==> config.mk <==
export PLATFORM = sky130hd
export DESIGN_NAME = tx_fcs_pad_stage
export DESIGN_NICKNAME = d
export VERILOG_FILES = /design/src/rtl/tx_fcs_pkg.sv /design/src/rtl/tx_fcs_crc_acc.sv /design/src/rtl/tx_fcs_holdback.sv /design/src/rtl/tx_fcs_len_count.sv /design/src/rtl/tx_fcs_pad_stage.sv
export SDC_FILE = /design/constraint.sdc
export NUM_CORES = 1
export LEC_CHECK = 0
export BUFFER_PORTS_ARGS = -buffer_cell sky130_fd_sc_hd__buf_2
export CAP_MARGIN = 25
export CORE_AREA = 5 5 95 97
export CTS_CLUSTER_SIZE = 28
export DETAILED_ROUTE_END_ITERATION = 10
export DIE_AREA = 0 0 100 102
export PLACE_DENSITY = 0.77
export REMOVE_ABC_BUFFERS = 1
export SLEW_MARGIN = 10
export SYNTH_ARGS = -nofsm -noshare
export SYNTH_HDL_FRONTEND = slang
export SYNTH_SLANG_ARGS = --single-unit
==> constraint.sdc <==
create_clock -name clk -period 5.9 [get_ports clk]
set_input_delay 0.885 -clock clk [delete_from_list [all_inputs] [get_ports clk]]
set_output_delay 0.885 -clock clk [all_outputs]
set_load 0.01 [all_outputs]
==> src/rtl/tx_fcs_pkg.sv <==
package tx_fcs_pkg;

   typedef enum logic [1:0] {
      MODE_PAD_FCS = 2'b00,
      MODE_FCS     = 2'b01,
      MODE_RAW     = 2'b10,
      MODE_SWAP    = 2'b11
   } fcs_mode_e;

   typedef enum logic [1:0] {
      ST_BODY = 2'd0,
      ST_FILL = 2'd1,
      ST_TAIL = 2'd2
   } tail_state_e;

   localparam logic [31:0] CRC32_POLY_REFL = 32'hEDB8_8320;

endpackage

==> src/rtl/tx_fcs_crc_acc.sv <==
module tx_fcs_crc_acc #(
   parameter int unsigned         CRC_W = 32,
   parameter logic [CRC_W-1:0]    POLY  = 32'hEDB8_8320,
   parameter int unsigned         SYM_W = 8
) (
   input  logic             clk,
   input  logic             rst_n,
   input  logic             clear,
   input  logic             update,
   input  logic [SYM_W-1:0] din,
   output logic [CRC_W-1:0] fcs
);
   localparam logic [CRC_W-1:0] SEED = '1;

   logic [CRC_W-1:0]             crc_q;
   logic [SYM_W:0][CRC_W-1:0]    chain;

   assign chain[0] = crc_q ^ CRC_W'(din);

   for (genvar g = 0; g < SYM_W; g++) begin : g_bit
      assign chain[g+1] = chain[g][0] ? ((chain[g] >> 1) ^ POLY) : (chain[g] >> 1);
   end

   always_ff @(posedge clk or negedge rst_n) begin
      if (!rst_n)      crc_q <= SEED;
      else if (clear)  crc_q <= SEED;
      else if (update) crc_q <= chain[SYM_W];
   end

   assign fcs = ~crc_q;

   initial begin : param_chk
      if (CRC_W < SYM_W) $error("tx_fcs_crc_acc: CRC_W smaller than symbol width");
   end
endmodule

==> src/rtl/tx_fcs_holdback.sv <==
module tx_fcs_holdback #(
   parameter int unsigned DEPTH = 4,
   parameter int unsigned W     = 8
) (
   input  logic         clk,
   input  logic         rst_n,
   input  logic         clear,
   input  logic         push,
   input  logic [W-1:0] din,
   output logic [W-1:0] dout,
   output logic         full
);
   localparam int unsigned CNT_W = $clog2(DEPTH + 1);
   localparam logic [CNT_W-1:0] CNT_FULL = CNT_W'(DEPTH);

   logic [DEPTH:0][W-1:0] tap;
   logic [CNT_W-1:0]      fill_q;

   assign tap[0] = din;

   for (genvar g = 0; g < DEPTH; g++) begin : g_stage
      logic [W-1:0] q;
      always_ff @(posedge clk) begin
         if (push) q <= tap[g];
      end
      assign tap[g+1] = q;
   end

   always_ff @(posedge clk or negedge rst_n) begin
      if (!rst_n)               fill_q <= '0;
      else if (clear)           fill_q <= '0;
      else if (push && !full)   fill_q <= fill_q + 1'b1;
   end

   assign full = (fill_q == CNT_FULL);
   assign dout = tap[DEPTH];

   initial begin : param_chk
      if (DEPTH < 1) $error("tx_fcs_holdback: DEPTH must be at least 1");
   end
endmodule

==> src/rtl/tx_fcs_len_count.sv <==
module tx_fcs_len_count #(
   parameter int unsigned MIN_FRAME = 60,
   parameter int unsigned LEN_W     = $clog2(MIN_FRAME + 1)
) (
   input  logic             clk,
   input  logic             rst_n,
   input  logic             clear,
   input  logic             inc,
   output logic [LEN_W-1:0] len,
   output logic             short_next
);
   localparam logic [LEN_W:0] MIN_L = (LEN_W + 1)'(MIN_FRAME);

   logic [LEN_W-1:0] len_q;

   always_ff @(posedge clk or negedge rst_n) begin
      if (!rst_n)                              len_q <= '0;
      else if (clear)                          len_q <= '0;
      else if (inc && ({1'b0, len_q} < MIN_L)) len_q <= len_q + 1'b1;
   end

   assign len        = len_q;
   assign short_next = (({1'b0, len_q} + 1'b1) < MIN_L);

   initial begin : param_chk
      if (MIN_FRAME < 1) $error("tx_fcs_len_count: MIN_FRAME must be at least 1");
   end
endmodule

==> src/rtl/tx_fcs_pad_stage.sv <==
module tx_fcs_pad_stage
   import tx_fcs_pkg::*;
#(
   parameter int unsigned      MIN_FRAME = 60,
   parameter int unsigned      CRC_W     = 32,
   parameter logic [CRC_W-1:0] CRC_POLY  = CRC32_POLY_REFL
) (
   input  logic       clk,
   input  logic       rst_n,
   input  logic       s_valid,
   output logic       s_ready,
   input  logic [7:0] s_data,
   input  logic       s_last,
   input  logic [1:0] s_mode,
   input  logic       s_seg,
   output logic       m_valid,
   input  logic       m_ready,
   output logic [7:0] m_data,
   output logic       m_last
);
   localparam int unsigned FCS_BYTES = CRC_W / 8;
   localparam int unsigned IDX_W     = (FCS_BYTES > 1) ? $clog2(FCS_BYTES) : 1;
   localparam int unsigned LEN_W     = $clog2(MIN_FRAME + 1);
   localparam logic [IDX_W-1:0] IDX_LAST = IDX_W'(FCS_BYTES - 1);

   tail_state_e st_q, st_d;
   fcs_mode_e   mode_q, mode_in, mode_now;
   logic        pkt_q;
   logic [IDX_W-1:0] idx_q;

   logic [CRC_W-1:0]               fcs;
   logic [FCS_BYTES-1:0][7:0]      fcs_b;
   logic [7:0]                     hb_dout;
   logic                           hb_full, hb_push, hb_clear;
   logic [LEN_W-1:0]               len_q;
   logic                           len_short;
   logic                           s_acc, m_emit, body_emit, pkt_end;

   // per-packet code, overridden by the segmentation flag
   assign mode_in  = s_seg ? MODE_PAD_FCS : fcs_mode_e'(s_mode);
   assign mode_now = pkt_q ? mode_q : mode_in;

   assign fcs_b = fcs;

   // datapath steering
   always_comb begin
      s_ready = 1'b0;
      m_valid = 1'b0;
      m_data  = '0;
      m_last  = 1'b0;
      unique case (st_q)
         ST_BODY: begin
            if (mode_now == MODE_SWAP && !hb_full) begin
               s_ready = 1'b1;
            end else begin
               m_valid = s_valid;
               s_ready = m_ready;
               m_data  = (mode_now == MODE_SWAP) ? hb_dout : s_data;
               m_last  = s_last && (mode_now == MODE_RAW);
            end
         end
         ST_FILL: begin
            m_valid = 1'b1;
            m_data  = '0;
         end
         ST_TAIL: begin
            m_valid = 1'b1;
            m_data  = fcs_b[idx_q];
            m_last  = (idx_q == IDX_LAST);
         end
         default: ;
      endcase
   end

   assign s_acc     = s_valid && s_ready;
   assign m_emit    = m_valid && m_ready;
   assign body_emit = m_emit && (st_q != ST_TAIL);
   assign hb_push   = s_acc && (st_q == ST_BODY) && (mode_now == MODE_SWAP);
   assign hb_clear  = hb_push && s_last;

   // sequencing
   always_comb begin
      st_d    = st_q;
      pkt_end = 1'b0;
      unique case (st_q)
         ST_BODY: begin
            if (s_acc && s_last) begin
               unique case (mode_now)
                  MODE_RAW:     pkt_end = 1'b1;
                  MODE_PAD_FCS: st_d = len_short ? ST_FILL : ST_TAIL;
                  default:      st_d = ST_TAIL;
               endcase
            end
         end
         ST_FILL: begin
            if (m_emit && !len_short) st_d = ST_TAIL;
         end
         ST_TAIL: begin
            if (m_emit && idx_q == IDX_LAST) begin
               st_d    = ST_BODY;
               pkt_end = 1'b1;
            end
         end
         default: st_d = ST_BODY;
      endcase
   end

   always_ff @(posedge clk or negedge rst_n) begin
      if (!rst_n) begin
         st_q   <= ST_BODY;
         idx_q  <= '0;
         pkt_q  <= 1'b0;
         mode_q <= MODE_PAD_FCS;
      end else begin
         st_q <= st_d;
         if (st_q == ST_TAIL && m_emit)
            idx_q <= (idx_q == IDX_LAST) ? '0 : idx_q + 1'b1;
         if (s_acc) begin
            pkt_q <= !s_last;
            if (!pkt_q) mode_q <= mode_in;
         end
      end
   end

   tx_fcs_crc_acc #(
      .CRC_W (CRC_W),
      .POLY  (CRC_POLY),
      .SYM_W (8)
   ) u_crc (
      .clk    (clk),
      .rst_n  (rst_n),
      .clear  (pkt_end),
      .update (body_emit),
      .din    (m_data),
      .fcs    (fcs)
   );

   tx_fcs_holdback #(
      .DEPTH (FCS_BYTES),
      .W     (8)
   ) u_hold (
      .clk   (clk),
      .rst_n (rst_n),
      .clear (hb_clear),
      .push  (hb_push),
      .din   (s_data),
      .dout  (hb_dout),
      .full  (hb_full)
   );

   tx_fcs_len_count #(
      .MIN_FRAME (MIN_FRAME),
      .LEN_W     (LEN_W)
   ) u_len (
      .clk        (clk),
      .rst_n      (rst_n),
      .clear      (pkt_end),
      .inc        (body_emit),
      .len        (len_q),
      .short_next (len_short)
   );

   initial begin : param_chk
      if (CRC_W == 0 || (CRC_W % 8) != 0)
         $error("tx_fcs_pad_stage: CRC_W must be a non-zero multiple of 8");
   end
endmodule

# After elaboration in Yosys (flattened, before gate mapping)
# Index checks and enable logic that the tools add are counted.
[op_classes] add_sub_neg=4 multipliers=0 div_mod_pow=0 n_lt_le_gt_ge=3 n_eq_ne=11 shifts=0 n_mux=38 bitwise_logic=10 n_reduce_logical=24
[op_table] operator="$mux W32" count=10
[op_table] operator="$not A13 Y14" count=8
[op_table] operator="$not A32 Y32" count=1
[op_table] operator="$xor A32 B8 Y32" count=1
[op_table] operator="$mux W8" count=3
[op_table] operator="$bmux W8 S2" count=1
[op_table] operator="$pmux W8 S2" count=1
[op_table] operator="$logic_and A1 B1 Y1" count=14
[op_table] operator="$mux W2" count=7
[op_table] operator="$mux W6" count=2
[op_table] operator="$eq A2 B2 Y1 const B" count=4
[op_table] operator="$ne A2 B2 Y1 const B" count=4
[op_table] operator="$add A6 B1 Y7 const B" count=1
[op_table] operator="$lt A7 B6 Y1 const B" count=1
[op_table] operator="$mux W1" count=7
[op_table] operator="$add A6 B1 Y6 const B" count=1
[op_table] operator="$lt A6 B6 Y1 const B" count=1
[op_table] operator="$mux W3" count=2
[op_table] operator="$pmux W1 S2" count=3
[op_table] operator="$pmux W2 S3" count=1
[op_table] operator="$reduce_bool A2 Y1" count=3
[op_table] operator="$logic_not A2 Y1" count=2
[op_table] operator="$pmux W2 S2" count=1
[op_table] operator="$reduce_and A4 Y1" count=1
[op_table] operator="8 further kinds" count=10
[word_totals] reg_bits=80 latch_bits=0 ramBits=0 rom_bits=0 output_inout_bits=11 elab_cells=101 n_memories=0

# Logic depth before layout (Yosys ltp)
[depth] word_depth=25 mapped_depth=11

# By module
# Synthesis repeated with hierarchy kept, for this count alone.
[hier_totals] cells_unflattened=409 area_unflattened_um2=4858.4
[modules_own_cells] mod="tx_fcs_crc_acc" n_inst=1 cells_each=208 area_each_um2=2358.5
[modules_own_cells] mod="tx_fcs_holdback" n_inst=1 cells_each=50 area_each_um2=1158.6
[modules_own_cells] mod="tx_fcs_pad_stage" n_inst=1 cells_each=119 area_each_um2=997.2
[modules_own_cells] mod="tx_fcs_len_count" n_inst=1 cells_each=32 area_each_um2=344.1

# Worst setup path after synthesis
# OpenSTA, ideal clock, no wires.
[synth_timing] path_kind="input -> register" from="input port s_mode[0]" to="register u_crc.crc_q[18]" setup_time_ns=0.080 arrival_ns=3.113 required_ns=5.820 slack_ns=2.707 stages=9 n_path_buf=2 cell_sequence="nor4bb_1 > buf_4 > or2_4 > buf_8 > o211ai_1 > xor2_2 > xnor2_2 > xnor3_1 > o22a_1"
[synth_between] word_cells_on_any_way=38
[synth_lines] item="start, declared" line_no="tx_fcs_pad_stage.sv:14" text="input logic [1:0] s_mode,"
[synth_lines] item="$mux W2 (*)" line_no="tx_fcs_pad_stage.sv:40" text="assign mode_in = s_seg ? MODE_PAD_FCS : fcs_mode_e'(s_mode);"
[synth_lines] item="$mux W2 (*)"
[synth_lines] item="$eq A2 B2 Y1 (*)" line_no="tx_fcs_pad_stage.sv:53, tx_fcs_pad_stage.sv:58"
[synth_lines] item="$mux W8 or $logic_and A1 B1 Y1 (tied branches)" line_no="tx_fcs_pad_stage.sv:58, tx_fcs_pad_stage.sv:53"
[synth_lines] item="$mux W8 (*)" line_no="tx_fcs_pad_stage.sv:53" text="if (mode_now == MODE_SWAP && !hb_full) begin"
[synth_lines] item="$pmux W8 S2 (*)" line_no="tx_fcs_pad_stage.sv:51" text="unique case (st_q)"
[synth_lines] item="via m_data[4]" line_no="tx_fcs_pad_stage.sv:18" text="output logic [7:0] m_data,"
[synth_lines] item="$xor A32 B8 Y32 (*)" line_no="tx_fcs_crc_acc.sv:18" text="assign chain[0] = crc_q ^ CRC_W'(din);"
[synth_lines] item="$mux W32 (*) (5 in series)" line_no="tx_fcs_crc_acc.sv:21" text="assign chain[g+1] = chain[g][0] ? ((chain[g] >> 1) ^ POLY) : (chain[g] >> 1);"
[synth_lines] item="$not A13 Y14 (no line)"
[synth_lines] item="$mux W32 (*)" line_no="tx_fcs_crc_acc.sv:21"
[synth_lines] item="$not A13 Y14 (no line)"
[synth_lines] item="$mux W32 (*) (2 in series)" line_no="tx_fcs_crc_acc.sv:21"
[synth_lines] item="$mux W32 (*)" line_no="tx_fcs_crc_acc.sv:27" text="else if (update) crc_q <= chain[SYM_W];"
[synth_lines] item="$mux W32 (*)" line_no="tx_fcs_crc_acc.sv:26" text="else if (clear) crc_q <= SEED;"
[synth_lines] item="end signal, assigned" line_no="tx_fcs_crc_acc.sv:27"
[synth_lines] item="end, declared" line_no="tx_fcs_crc_acc.sv:15" text="logic [CRC_W-1:0] crc_q;"
# Mark *: on every way through the listed nets, which the timed path passes. The rest lies on a longest branch. The select of a mux whose other input is x is not followed.
# A chain may end at the register's enable or synchronous reset.

# Final worst setup path
[layout_timing] from="register st_q[0]" to="output port m_data[4]"
[layout_between] elab_chain_cells=2 word_cells_on_any_way=3
[layout_lines] item="start, declared" line_no="tx_fcs_pad_stage.sv:26" text="tail_state_e st_q, st_d;"
[layout_lines] item="start signal, assigned" line_no="tx_fcs_pad_stage.sv:115" text="st_q <= st_d;"
[layout_lines] item="$eq A2 B2 Y1 or $logic_not A2 Y1 (tied branches)" line_no="tx_fcs_pad_stage.sv:51"
[layout_lines] item="$pmux W8 S2 (*)" line_no="tx_fcs_pad_stage.sv:51"
[layout_lines] item="end, declared" line_no="tx_fcs_pad_stage.sv:18"
# Every way passes the cells marked *; elsewhere a longest branch is shown, timed or not.

==> flow_metrics.py <==
metrics = {
    "floorplan": {
        "ios": 27,
        "coreArea_um2": 8050,
        "die_y_um": 102,
        "fp.dieW_um": 100,
        "start_util_pct": 58.5,
        "dieArea_um2": 10200,
        "fp-row-count": 33,
    },
    "logic_synthesis": {
        "synth_top_area_share_pct": 20.4,
        "synth_cell_type_count": 56,
        "synth_warnings": 0,
        "yosysMostFrequentCell": "nor2_1",
        "postSynthAreaPerCell_um2": 12.5,
        "synthFlopType": "edfxtp_1",
        "yosys_register_bits": 80,
        "netlist_area_um2": 4710,
        "synth_edf_count": 32,
        "synth_seq_area_share_pct": 46.8,
        "yosys-top-cells-area": "edfxtp_1, dfstp_2, dfrtp_1",
        "ys_top_cells_by_count": "nor2_1, a21oi_1, dfstp_2, edfxtp_1, xnor2_1",
        "syn_inst": 376,
        "async_flop_share_pct": 60.0,
        "yosysTopAreaCell": "edfxtp_1",
    },
    "flow_run": {
        "timing.max_cap.violations": 0,
    },
    "critical_path": {
        "crit_path_end": "m_data[4]",
        "cp.arrival_ns": 2.64,
        "crit_start": "st_q[0]$_DFFE_PN0P_",
        "r2r-start": "st_q[0]$_DFFE_PN0P_",
        "startpoint_type": "register",
        "path_cells": "inv_1, ha_1, nor2b_1, a22oi_1, o211ai_1, buf_2",
        "slowest_delay_ns": 0.69,
        "crit_required_ns": 5.02,
        "crit_buf_inv": 2,
        "end_kind": "output pin",
        "reg2reg_depth": 9,
        "r2r-end": "u_crc.crc_q[18]$_DFFE_PN1P_",
        "critPathSlowestCell": "nor2b_1",
        "r2r_setup_slack_ns": 2.40,
        "crit_fanout": 11,
        "crit_family": "simple AND/OR/NAND/NOR gates",
        "worst-setup-path-type": "reg2out",
        "cp.depth": 6,
    },
    "cts": {
        "cts_tree": "done",
        "path_clk_slew_ns": 0.08,
        "cts_resized": 0,
        "h-tree-depth": 3,
        "cts_hold_buf": 0,
        "cts_buffers": 9,
        "clock_latency_ns": 0.35,
        "cts_buffer_depth": 2,
        "cts_setup_buffers": 0,
        "cts_root_buffer": "clkbuf_8",
        "cts.sinks": 80,
    },
    "global_route": {
        "grt-ovfl-total": 0,
        "grt_pass1_vias": 3081,
        "grt_pass1_wl_um": 15800,
        "globalRouteTotalUtil_pct": 19.9,
        "grt_antenna_before_repair": 0,
        "grt_max_degree": 49,
    },
    "sta": {
        "fin_crit_sh_pct": 59.8,
        "skew_ns": 0.0125,
        "slew_headroom_pct": 34.8,
        "hold_slack_ns": 0.422,
        "worst_slew_pin_slew_ns": 0.978,
        "timing_hold_violations_final": 0,
        "period_minus_slack_ns": 3.53,
        "rsz0062_at_grt": "false",
        "finalSetupViolations": 0,
        "fmax_ghz": 0.284,
        "report.final.slew_viol_count": 0,
        "tns_ns": 0,
    },
    "detailed_routing": {
        "drt_wl_total_um": 9350,
        "drc": 0,
        "vias_per_cell": 5.81,
        "wire_per_inst_um": 18.3,
        "ant_nets": 0,
        "drt_iter0_drc": 138,
        "via_count": 2970,
        "drt_pass1_iterations": 4,
    },
    "final_layout": {
        "final_cells": 511,
        "syn2layout_area_growth_pct": 8.45,
        "antenna_cells": 0,
        "nets": 425,
        "drive_gt1_share_pct": 26.4,
        "final_cell_area_um2": 5110,
    },
    "place": {
        "hpwl_um": 6500,
        "port_buffers": 26,
        "placed_cell_area_um2": 4930,
        "dp_cells": 494,
        "gp_congestion": 0.845,
    },
    "outcome": {
        "status": "complete, no violations",
    },
    "min_path": {
        "hold_class": "reg2reg",
    },
}
## worst min path at each step
| stage | start | endpoint | slack, ns | cells after the start |
|---|---|---|---|---|
| after floorplan | u_hold.g_stage[2].q[0]$_DFFE_PP_ | u_hold.dout[0]$_DFFE_PP_ | 0.40 | 0 |
| after global placement | u_hold.g_stage[1].q[1]$_DFFE_PP_ | u_hold.g_stage[2].q[1]$_DFFE_PP_ | 0.40 | 0 |
| after detailed placement | u_hold.g_stage[2].q[5]$_DFFE_PP_ | u_hold.dout[5]$_DFFE_PP_ | 0.40 | 0 |
| after CTS | u_hold.g_stage[0].q[4]$_DFFE_PP_ | u_hold.g_stage[1].q[4]$_DFFE_PP_ | 0.41 | 0 |
| after global routing | u_hold.g_stage[0].q[0]$_DFFE_PP_ | u_hold.g_stage[1].q[0]$_DFFE_PP_ | 0.43 | 0 |
| final | u_hold.g_stage[0].q[4]$_DFFE_PP_ | u_hold.g_stage[1].q[4]$_DFFE_PP_ | 0.42 | 0 |
## flip-flops by register name, indices dropped and copies added, names as in the netlist
register	count
idx_q	2
u_len.len	6
u_hold.g_stage.q	24
pkt_q	1
st_q	2
u_hold.dout	8
u_hold.fill_q	3
mode_q	2
u_crc.crc_q	32
## cells by family after synthesis
group	Yosys count	share of synthesized area (%)
mux	21	4.54
simple gates	89	8.58
compound gates	90	13.9
fa+ha+maj	8	2.13
flops	80	46.8
xor+xnor	61	21.2
buf+inv	27	2.92
## cell type report
| cell class | count | area (um^2) |
|---|---|---|
| fill | 631 | 2950 |
| multi-input combinational | 269 | 2370 |
| sequential | 80 | 2200 |
| timing repair buffer | 31 | 195 |
| tap | 105 | 131 |
| clock buffer | 10 | 128 |
| clock inverter | 6 | 37.5 |
| inverter | 10 | 37.5 |
## layer usage
| metal | wire (um) | vias to the layer above | global-route usage (%) |
|---|---|---|---|
| met1 | 4000 | 1472 | 26.3 |
| li1 | - | 1402 | - |
| met4 | 99 | 0 | 5.39 |
| met5 | 0 | - | 0 |
| met3 | 477 | 9 | 4.10 |
| met2 | 4770 | 87 | 33.9 |
## worst register-to-register path, cell delays in order, from the launching register on
cell,delay [ns]
dfrtp_1,0.42
inv_1,0.10
ha_1,0.36
nor2b_1,0.69
a22oi_1,0.24
o211ai_2,0.18
xor2_2,0.53
xnor2_2,0.32
xnor3_1,0.42
o22a_1,0.18
## stage by stage
| stage | worst slack, ns | utilization [%] |
|---|---|---|
| after floorplan | 2.05 | - |
| final | 2.37 | 63.4 |
| after CTS | 2.36 | 63.2 |
| after detailed placement | 2.34 | 61.2 |
| after global routing | 2.25 | 63.4 |
| after global placement | 2.41 | 60.8 |
## layout by cell type (no fill, tap or decap), types with 5 or more instances in the layout
| cell type | count |
|---|---|
| o211ai_1 | 9 |
| edfxtp_1 | 32 |
| a21oi_1 | 37 |
| dfrtp_1 | 16 |
| nand2_1 | 23 |
| xnor3_1 | 17 |
| nor3_1 | 5 |
| dfstp_2 | 32 |
| o22a_1 | 5 |
| o21ai_0 | 7 |
| inv_1 | 10 |
| ha_1 | 8 |
| a22oi_1 | 7 |
| clkbuf_8 | 9 |
| xnor2_1 | 27 |
| buf_2 | 26 |
| mux2i_1 | 18 |
| a31oi_1 | 6 |
| nor2_1 | 41 |
| xor2_4 | 5 |
Power is not shown: default switching activity piles up to over one toggle a cycle in this logic, so the estimate is an artifact.
